**src/rtl/llx_pkg.sv**
```systemverilog
package llx_pkg;
  localparam int unsigned DESC_WORDS = 8;
  localparam int unsigned W_LINK = 0;
  localparam int unsigned W_CNT  = 4;
  localparam int unsigned W_SRC  = 5;
  localparam int unsigned W_DST  = 6;
  localparam int unsigned W_CFG  = 7;

  localparam logic [5:0] OFS_LINK = 6'h00;
  localparam logic [5:0] OFS_CNT  = 6'h0C;
  localparam logic [5:0] OFS_SRC  = 6'h14;
  localparam logic [5:0] OFS_DST  = 6'h18;
  localparam logic [5:0] OFS_CFG  = 6'h1C;

  localparam int unsigned CFG_EN    = 0;
  localparam int unsigned CFG_NODE  = 1;
  localparam int unsigned CFG_DINC  = 30;
  localparam int unsigned CFG_SINC  = 31;
  localparam int unsigned LINK_CHAIN = 1;

  typedef enum logic [1:0] {ST_IDLE, ST_RUN, ST_FETCH} chan_st_e;
  typedef enum logic [1:0] {F_IDLE, F_REQ, F_RSP} fetch_st_e;

  typedef struct packed {
    logic [31:0] link;
    logic [31:0] count;
    logic [31:0] src;
    logic [31:0] dst;
    logic [31:0] cfg;
  } desc_t;
endpackage

```
**src/rtl/llx_fetch.sv**
```systemverilog
module llx_fetch
  import llx_pkg::*;
(
  input  logic        clk,
  input  logic        rst_n,
  input  logic        start,
  input  logic [31:0] base,
  output logic        req_valid,
  input  logic        req_ready,
  output logic [31:0] req_addr,
  input  logic        rsp_valid,
  output logic        rsp_ready,
  input  logic [31:0] rsp_data,
  output logic        done,
  output desc_t       desc
);
  localparam int unsigned IDX_W = $clog2(DESC_WORDS);
  localparam logic [IDX_W-1:0] IDX_LAST = IDX_W'(DESC_WORDS - 1);

  fetch_st_e        fst;
  logic [IDX_W-1:0] idx;
  logic [31:0]      addr_q;

  assign req_valid = (fst == F_REQ);
  assign req_addr  = addr_q;
  assign rsp_ready = (fst == F_RSP);

  always_ff @(posedge clk or negedge rst_n) begin
    if (!rst_n) begin
      fst    <= F_IDLE;
      idx    <= '0;
      addr_q <= '0;
      done   <= 1'b0;
      desc   <= '0;
    end else begin
      done <= 1'b0;
      case (fst)
        F_IDLE: if (start) begin
          addr_q <= base;
          idx    <= '0;
          fst    <= F_REQ;
        end
        F_REQ: if (req_ready) fst <= F_RSP;
        F_RSP: if (rsp_valid) begin
          if (idx == IDX_W'(W_LINK)) desc.link  <= rsp_data;
          if (idx == IDX_W'(W_CNT))  desc.count <= rsp_data;
          if (idx == IDX_W'(W_SRC))  desc.src   <= rsp_data;
          if (idx == IDX_W'(W_DST))  desc.dst   <= rsp_data;
          if (idx == IDX_W'(W_CFG))  desc.cfg   <= rsp_data;
          if (idx == IDX_LAST) begin
            fst  <= F_IDLE;
            done <= 1'b1;
          end else begin
            idx <= idx + 1'b1;
          end
        end
        default: fst <= F_IDLE;
      endcase
    end
  end
endmodule

```
**src/rtl/llx_beat.sv**
```systemverilog
module llx_beat #(
  parameter int unsigned CNT_W = 16,
  parameter int unsigned MAXW  = 3,
  localparam int unsigned BYTES_W = MAXW + 1
) (
  input  logic [3:0]         wsel,
  input  logic               sinc,
  input  logic               dinc,
  input  logic [CNT_W-1:0]   cnt,
  input  logic [31:0]        src,
  input  logic [31:0]        dst,
  output logic [BYTES_W-1:0] bytes,
  output logic [31:0]        src_nxt,
  output logic [31:0]        dst_nxt
);
  logic [3:0]         wcl;
  logic [BYTES_W-1:0] size;

  always_comb begin
    wcl   = (wsel > 4'(MAXW)) ? 4'(MAXW) : wsel;
    size  = BYTES_W'(1) << wcl;
    bytes = (cnt < CNT_W'(size)) ? cnt[BYTES_W-1:0] : size;
    src_nxt = sinc ? src + 32'(bytes) : src;
    dst_nxt = dinc ? dst + 32'(bytes) : dst;
  end
endmodule

```
**src/rtl/llx_dma_chan.sv**
```systemverilog
module llx_dma_chan
  import llx_pkg::*;
#(
  parameter int unsigned CNT_W = 16,
  parameter int unsigned MAXW  = 3,
  localparam int unsigned BYTES_W = MAXW + 1
) (
  input  logic               clk,
  input  logic               rst_n,
  input  logic               reg_we,
  input  logic [5:0]         reg_ofs,
  input  logic [31:0]        reg_wdata,
  output logic               desc_req_valid,
  input  logic               desc_req_ready,
  output logic [31:0]        desc_req_addr,
  input  logic               desc_rsp_valid,
  output logic               desc_rsp_ready,
  input  logic [31:0]        desc_rsp_data,
  output logic               beat_valid,
  input  logic               beat_ready,
  output logic [31:0]        beat_src,
  output logic [31:0]        beat_dst,
  output logic [BYTES_W-1:0] beat_bytes,
  output logic               busy,
  output logic               node_done,
  output logic               chain_done,
  output logic [CNT_W-1:0]   remain,
  output logic [31:0]        link_now
);
  chan_st_e         st;
  logic [31:0]      link_q, src_q, dst_q, cfg_q;
  logic [CNT_W-1:0] cnt_q;
  logic             run_en, hold_q, fstart_q, node_q, chain_q;
  logic             fdone, beat_go, desc_end;
  desc_t            fdesc;
  logic [31:0]      src_nxt, dst_nxt;
  logic             unused_bits;

  assign unused_bits = ^{cfg_q[29:16], cfg_q[11:2], cfg_q[0], fdesc.count, reg_wdata};

  llx_fetch u_fetch (
    .clk, .rst_n,
    .start     (fstart_q),
    .base      ({link_q[31:5], 5'b0}),
    .req_valid (desc_req_valid),
    .req_ready (desc_req_ready),
    .req_addr  (desc_req_addr),
    .rsp_valid (desc_rsp_valid),
    .rsp_ready (desc_rsp_ready),
    .rsp_data  (desc_rsp_data),
    .done      (fdone),
    .desc      (fdesc)
  );

  llx_beat #(.CNT_W(CNT_W), .MAXW(MAXW)) u_beat (
    .wsel    (cfg_q[15:12]),
    .sinc    (cfg_q[CFG_SINC]),
    .dinc    (cfg_q[CFG_DINC]),
    .cnt     (cnt_q),
    .src     (src_q),
    .dst     (dst_q),
    .bytes   (beat_bytes),
    .src_nxt (src_nxt),
    .dst_nxt (dst_nxt)
  );

  // A beat already offered keeps going through a pause until it is taken.
  assign busy       = (st != ST_IDLE) && run_en;
  assign beat_valid = (st == ST_RUN) && (cnt_q != '0) && (run_en || hold_q);
  assign beat_go    = beat_valid && beat_ready;
  assign desc_end   = (st == ST_RUN) && run_en && (cnt_q == '0);

  assign beat_src   = src_q;
  assign beat_dst   = dst_q;
  assign remain     = cnt_q;
  assign link_now   = link_q;
  assign node_done  = node_q;
  assign chain_done = chain_q;

  always_ff @(posedge clk or negedge rst_n) begin
    if (!rst_n) begin
      st       <= ST_IDLE;
      link_q   <= '0;
      cnt_q    <= '0;
      src_q    <= '0;
      dst_q    <= '0;
      cfg_q    <= '0;
      run_en   <= 1'b0;
      hold_q   <= 1'b0;
      fstart_q <= 1'b0;
      node_q   <= 1'b0;
      chain_q  <= 1'b0;
    end else begin
      node_q   <= 1'b0;
      chain_q  <= 1'b0;
      fstart_q <= 1'b0;
      hold_q   <= beat_valid && !beat_ready;

      // software side: full loads only when not busy
      if (reg_we && !busy) begin
        case (reg_ofs)
          OFS_LINK: link_q <= reg_wdata;
          OFS_CNT:  cnt_q  <= reg_wdata[CNT_W-1:0];
          OFS_SRC:  src_q  <= reg_wdata;
          OFS_DST:  dst_q  <= reg_wdata;
          OFS_CFG:  cfg_q  <= reg_wdata;
          default: ;
        endcase
      end
      if (reg_we && reg_ofs == OFS_CFG) begin
        run_en <= reg_wdata[CFG_EN];
        if (reg_wdata[CFG_EN] && st == ST_IDLE) st <= ST_RUN;
      end

      // channel side overrides software in the same cycle
      if (beat_go) begin
        cnt_q <= cnt_q - CNT_W'(beat_bytes);
        src_q <= src_nxt;
        dst_q <= dst_nxt;
      end
      if (desc_end) begin
        node_q <= cfg_q[CFG_NODE];
        if (link_q[LINK_CHAIN]) begin
          st       <= ST_FETCH;
          fstart_q <= 1'b1;
        end else begin
          st      <= ST_IDLE;
          chain_q <= 1'b1;
          run_en  <= 1'b0;
        end
      end
      if (st == ST_FETCH && fdone) begin
        link_q <= fdesc.link;
        cnt_q  <= fdesc.count[CNT_W-1:0];
        src_q  <= fdesc.src;
        dst_q  <= fdesc.dst;
        cfg_q  <= fdesc.cfg;
        st     <= ST_RUN;
      end
    end
  end
endmodule

```
**config.mk**
```make
export PLATFORM = sky130hd
export DESIGN_NAME = llx_dma_chan
export DESIGN_NICKNAME = d
export VERILOG_FILES = /design/src/rtl/llx_pkg.sv /design/src/rtl/llx_fetch.sv /design/src/rtl/llx_beat.sv /design/src/rtl/llx_dma_chan.sv
export SDC_FILE = /design/constraint.sdc
export NUM_CORES = 1
export LEC_CHECK = 0
export BUFFER_PORTS_ARGS = -buffer_cell sky130_fd_sc_hd__buf_2
export CORE_MARGIN = 1.5
export CORE_UTILIZATION = 25
export CTS_CLUSTER_DIAMETER = 150
export CTS_CLUSTER_SIZE = 28
export DETAILED_ROUTE_END_ITERATION = 7
export GPL_TIMING_DRIVEN = 0
export PLACE_DENSITY = 0.45
export SLEW_MARGIN = 20
export SYNTH_ARGS = -nofsm -noshare
export SYNTH_HDL_FRONTEND = slang
export SYNTH_SLANG_ARGS = --single-unit
export TNS_END_PERCENT = 100
```
**constraint.sdc**
```tcl
create_clock -name clk -period 6.2 [get_ports clk]
set_input_delay 0 -clock clk [delete_from_list [all_inputs] [get_ports clk]]
set_output_delay 0 -clock clk [all_outputs]
set_load 0.02 [all_outputs]
```
==> impl_results.md <==
* Hold WS at -0.00562 ns
* Final setup viols at 0
* Final ANT Viol Nets at 0
* Initial antenna violation count at 1
* Initial DRC count at 1103
* Largest cells by area after synthesis: dfrtp_1 50%, mux2_2 12%, mux2i_1 3.2%, o21ai_0 3.1%, nand2_1 2.9%
* Die Wd at 240 um
* Vias in the first global route at 12600
* RD Place Congestion at 0.914
* Rel. slew slack at 19.0%
* H-tree depth at 1
* CTS tree: built
* Nets at 1744
* Die H at 240 um
* Number of buffers added on ports at 224
* Final setup margin at 0.724 ns
* Pre-Repair DR Iteration Count at 6
* Pin slew with the least headroom to its limit at 1.20 ns
* P_leak at 8.11 nW
* Placed cell areas at 16200 sq um
* Row count at 86
* Crit path DAT at 5.95 ns
* Final min period at 5.48 ns
* Clock sinks at 278
* Drt total wl at 62400 um
* Fraction of registers with async set/reset at 100%
* Syn_area_per_cell at 10.6 sq um
* Postcts setup bufs at 0
* Post-DP HPWL at 45900 um
* Slew Limit Fails at 0
* All-layer global routing usage at 21.5%
* Synthesized cell area at 14000 sq um
* Top FF cell, synth: dfrtp_1
* Post-synth top area share at 49.5%
* Core ar. at 55300 sq um
* DR WL/cell at 26.0 um
* PwrDens at 303 nW/um^2
* Clock buffer depth at 3
* Residual DRC at 0
* Clk_skew at 0.0277 ns
* Hold Path Class: input port to async pin
* IO Pins at 230
* CTS buffer count at 14
* Final Cell Area at 17400 sq um
* CP startpoint kind: register
* Flop pwr share at 45.7%
* Final hold vios at 2
* Max cap viols at 0
* First-pass GRT wire length at 90000 um
* Max Fclk at 0.183 GHz
* Switching Fraction at 41.4%
* Crit end category: register
* Via count at 12600
* Register area share after synthesis at 49.5%
* Overflow after GRT at 0
* Worst path required time at 6.67 ns
* Synth Register Bits at 278
* Synth unique cells at 79
* Layout Area Growth over Synthesis at 23.8%
* Maximum VDD drop at 0.192 mV
* Failing checks: negative hold slack
* Worst-Skew Late Latency at 0.54 ns
* Share of cells above drive strength 1 at 27.7%
* Vias per cell at 5.27
* Initial Util at 25.4%
* RSZ-0062 raised after global routing: no
* Pin count of the biggest net entering global routing at 90
* Run status: finished with violations
* Internal Power at 3.09 mW
* Clk root buf: clkbuf_16
* Cell count after synthesis at 1323
* Register-to-register setup slack at 0.72 ns
* CP Max Fanout at 8
* Post-cts resize count at 0
* Pre-CTS WS at 0.802 ns
* Die area at 57600 sq um
* Logic pwr share at 32.9%
* Post-route clock period utilization at 88.3%
* Most area-hungry cell type in the Yosys netlist: dfrtp_1
* Post-synth EDFFs at 0
* Net switching power at 2.18 mW
* Syn. warnings at 0
* Clk slew on worst S/H paths at 0.12 ns
* Clock power share at 21.5%
* Kind of critical path: register to register
==> repair_timing <==
action	4_1_cts	5_1_grt
setup endpoints to repair	0	0
endpoints found under the hold margin	336	0
hold buffers	72	0
==> layout make-up <==
class	instances	area, sq um
Antenna cell	2	5.00
Buffer	82	387
Clock buffer	15	375
Clock inverter	3	36.3
Fill cell	5794	37900
Inverter	24	90.1
Multi-Input combinational cell	943	6650
Sequential cell	278	6960
Tap cell	748	936
Timing Repair Buffer	302	1960
==> worst paths after layout <==
| kind | start | end | cells after the start |
|---|---|---|---|
| max | cfg_q[15] | beat_src[28] | 18 |
| min | rst_n | u_fetch.req_addr[8] | 2 |
| max reg2reg | cfg_q[15] | beat_src[28] | 18 |
| min reg2reg | u_fetch.desc[130] | link_now[2] | 2 |
| max in group asynchronous | rst_n | u_fetch.req_addr[17] | 4 |
| min in group clk | reg_ofs[5] | st[0] | 5 |
==> cells by family after synthesis <==
kind of cell	synth area share (%)
multiplexers	15.4
AO/OA/AOI/OAI	16.6
adder cells (fa/ha/maj)	2.21
other	0.0267
flip-flops	49.5
AND/OR/NAND/NOR	12.1
XOR/XNOR	0.686
buffers and inverters	3.39
==> cells in the mapped netlist, types with 6 or more instances <==
cell      instances
o22a_1            6
nand2_1         107
nor3_1           19
a21oi_1          77
a211o_1          12
mux2_2          152
o221ai_1         12
and3_1           13
o31ai_1          10
o211ai_1          6
a21o_1            9
clkbuf_1         41
nor2b_1           9
inv_1            24
nand3_1          25
and4_1           10
a31oi_1          10
a211oi_1          7
mux2i_1          45
nand4_1          20
nor2_1           99
ha_1             20
o21ai_1          15
dfrtp_1         278
nor4_1           11
buf_1             9
o21ai_0          87
a311oi_1          7
o21a_1            9
xnor2_1           9
buf_2            18
buf_4            13
o22ai_1          34
==> routing by layer <==
metal | wire [um] | track usage [%] | vias to the layer above
met3 | 4450 | 4.57 | 108
met4 | 1950 | 6.61 | 0
met5 | 0 | 0 | -
li1 | - | - | 5532
met2 | 28800 | 34.6 | 495
met1 | 27200 | 28.9 | 6491
==> power by group through the flow <==
stage | sequential [mW] | clock, mW | combinational (mW)
global route | 2.45 | 1.22 | 1.86
detailed placement | 2.43 | 0 | 1.69
floorplan | 2.62 | 0 | 0.670
global placement | 2.42 | 0 | 1.67
CTS | 2.40 | 1.17 | 1.74
finish | 2.41 | 1.13 | 1.73
==> per-stage QoR <==
stage	cells	util, %	power [mW]	setup TNS [ns]
2_1_floorplan	1327	-	3.29	0
3_3_place_gp	2299	29.1	4.09	-165.66
3_5_place_dp	2304	29.4	4.13	0
6_report	2397	31.4	5.27	0
5_1_grt	2396	31.4	5.53	0
4_1_cts	2394	31.4	5.30	0
==> cells in the final DEF (no fill, tap or decap), types with 41 or more instances in the layout <==
cell type,count
a21oi_1,77
buf_2,241
clkbuf_1,41
dfrtp_1,278
dlygate4sd3_1,72
mux2_2,152
mux2i_1,45
nand2_1,107
nor2_1,97
o21ai_0,87
==> sequential cells by signal (all words and copies together), names as in the netlist <==
name,count
chain_done,1
link_now,32
remain,16
node_done,1
beat_src,32
u_fetch.req_addr,27
st,2
run_en,1
u_fetch.done,1
hold_q,1
fstart_q,1
u_fetch.fst,2
u_fetch.idx,3
cfg_q,7
beat_dst,32
u_fetch.desc,119
==> critical path, cell delays in order (launching register included) <==
cell	delay, ns
dfrtp_1	0.39
or2_2	0.37
nor3b_1	0.26
inv_1	0.09
ha_1	0.29
o41a_1	0.12
o21a_1	0.17
o21ai_0	0.14
nand4b_1	0.38
mux2_2	0.43
ha_1	0.20
inv_1	0.06
fa_1	0.42
nand2b_1	0.23
a211o_1	0.51
nor4_1	0.71
and3_1	0.33
and3_1	0.18
o32a_1	0.13
Power figures use the tool's default switching activity.
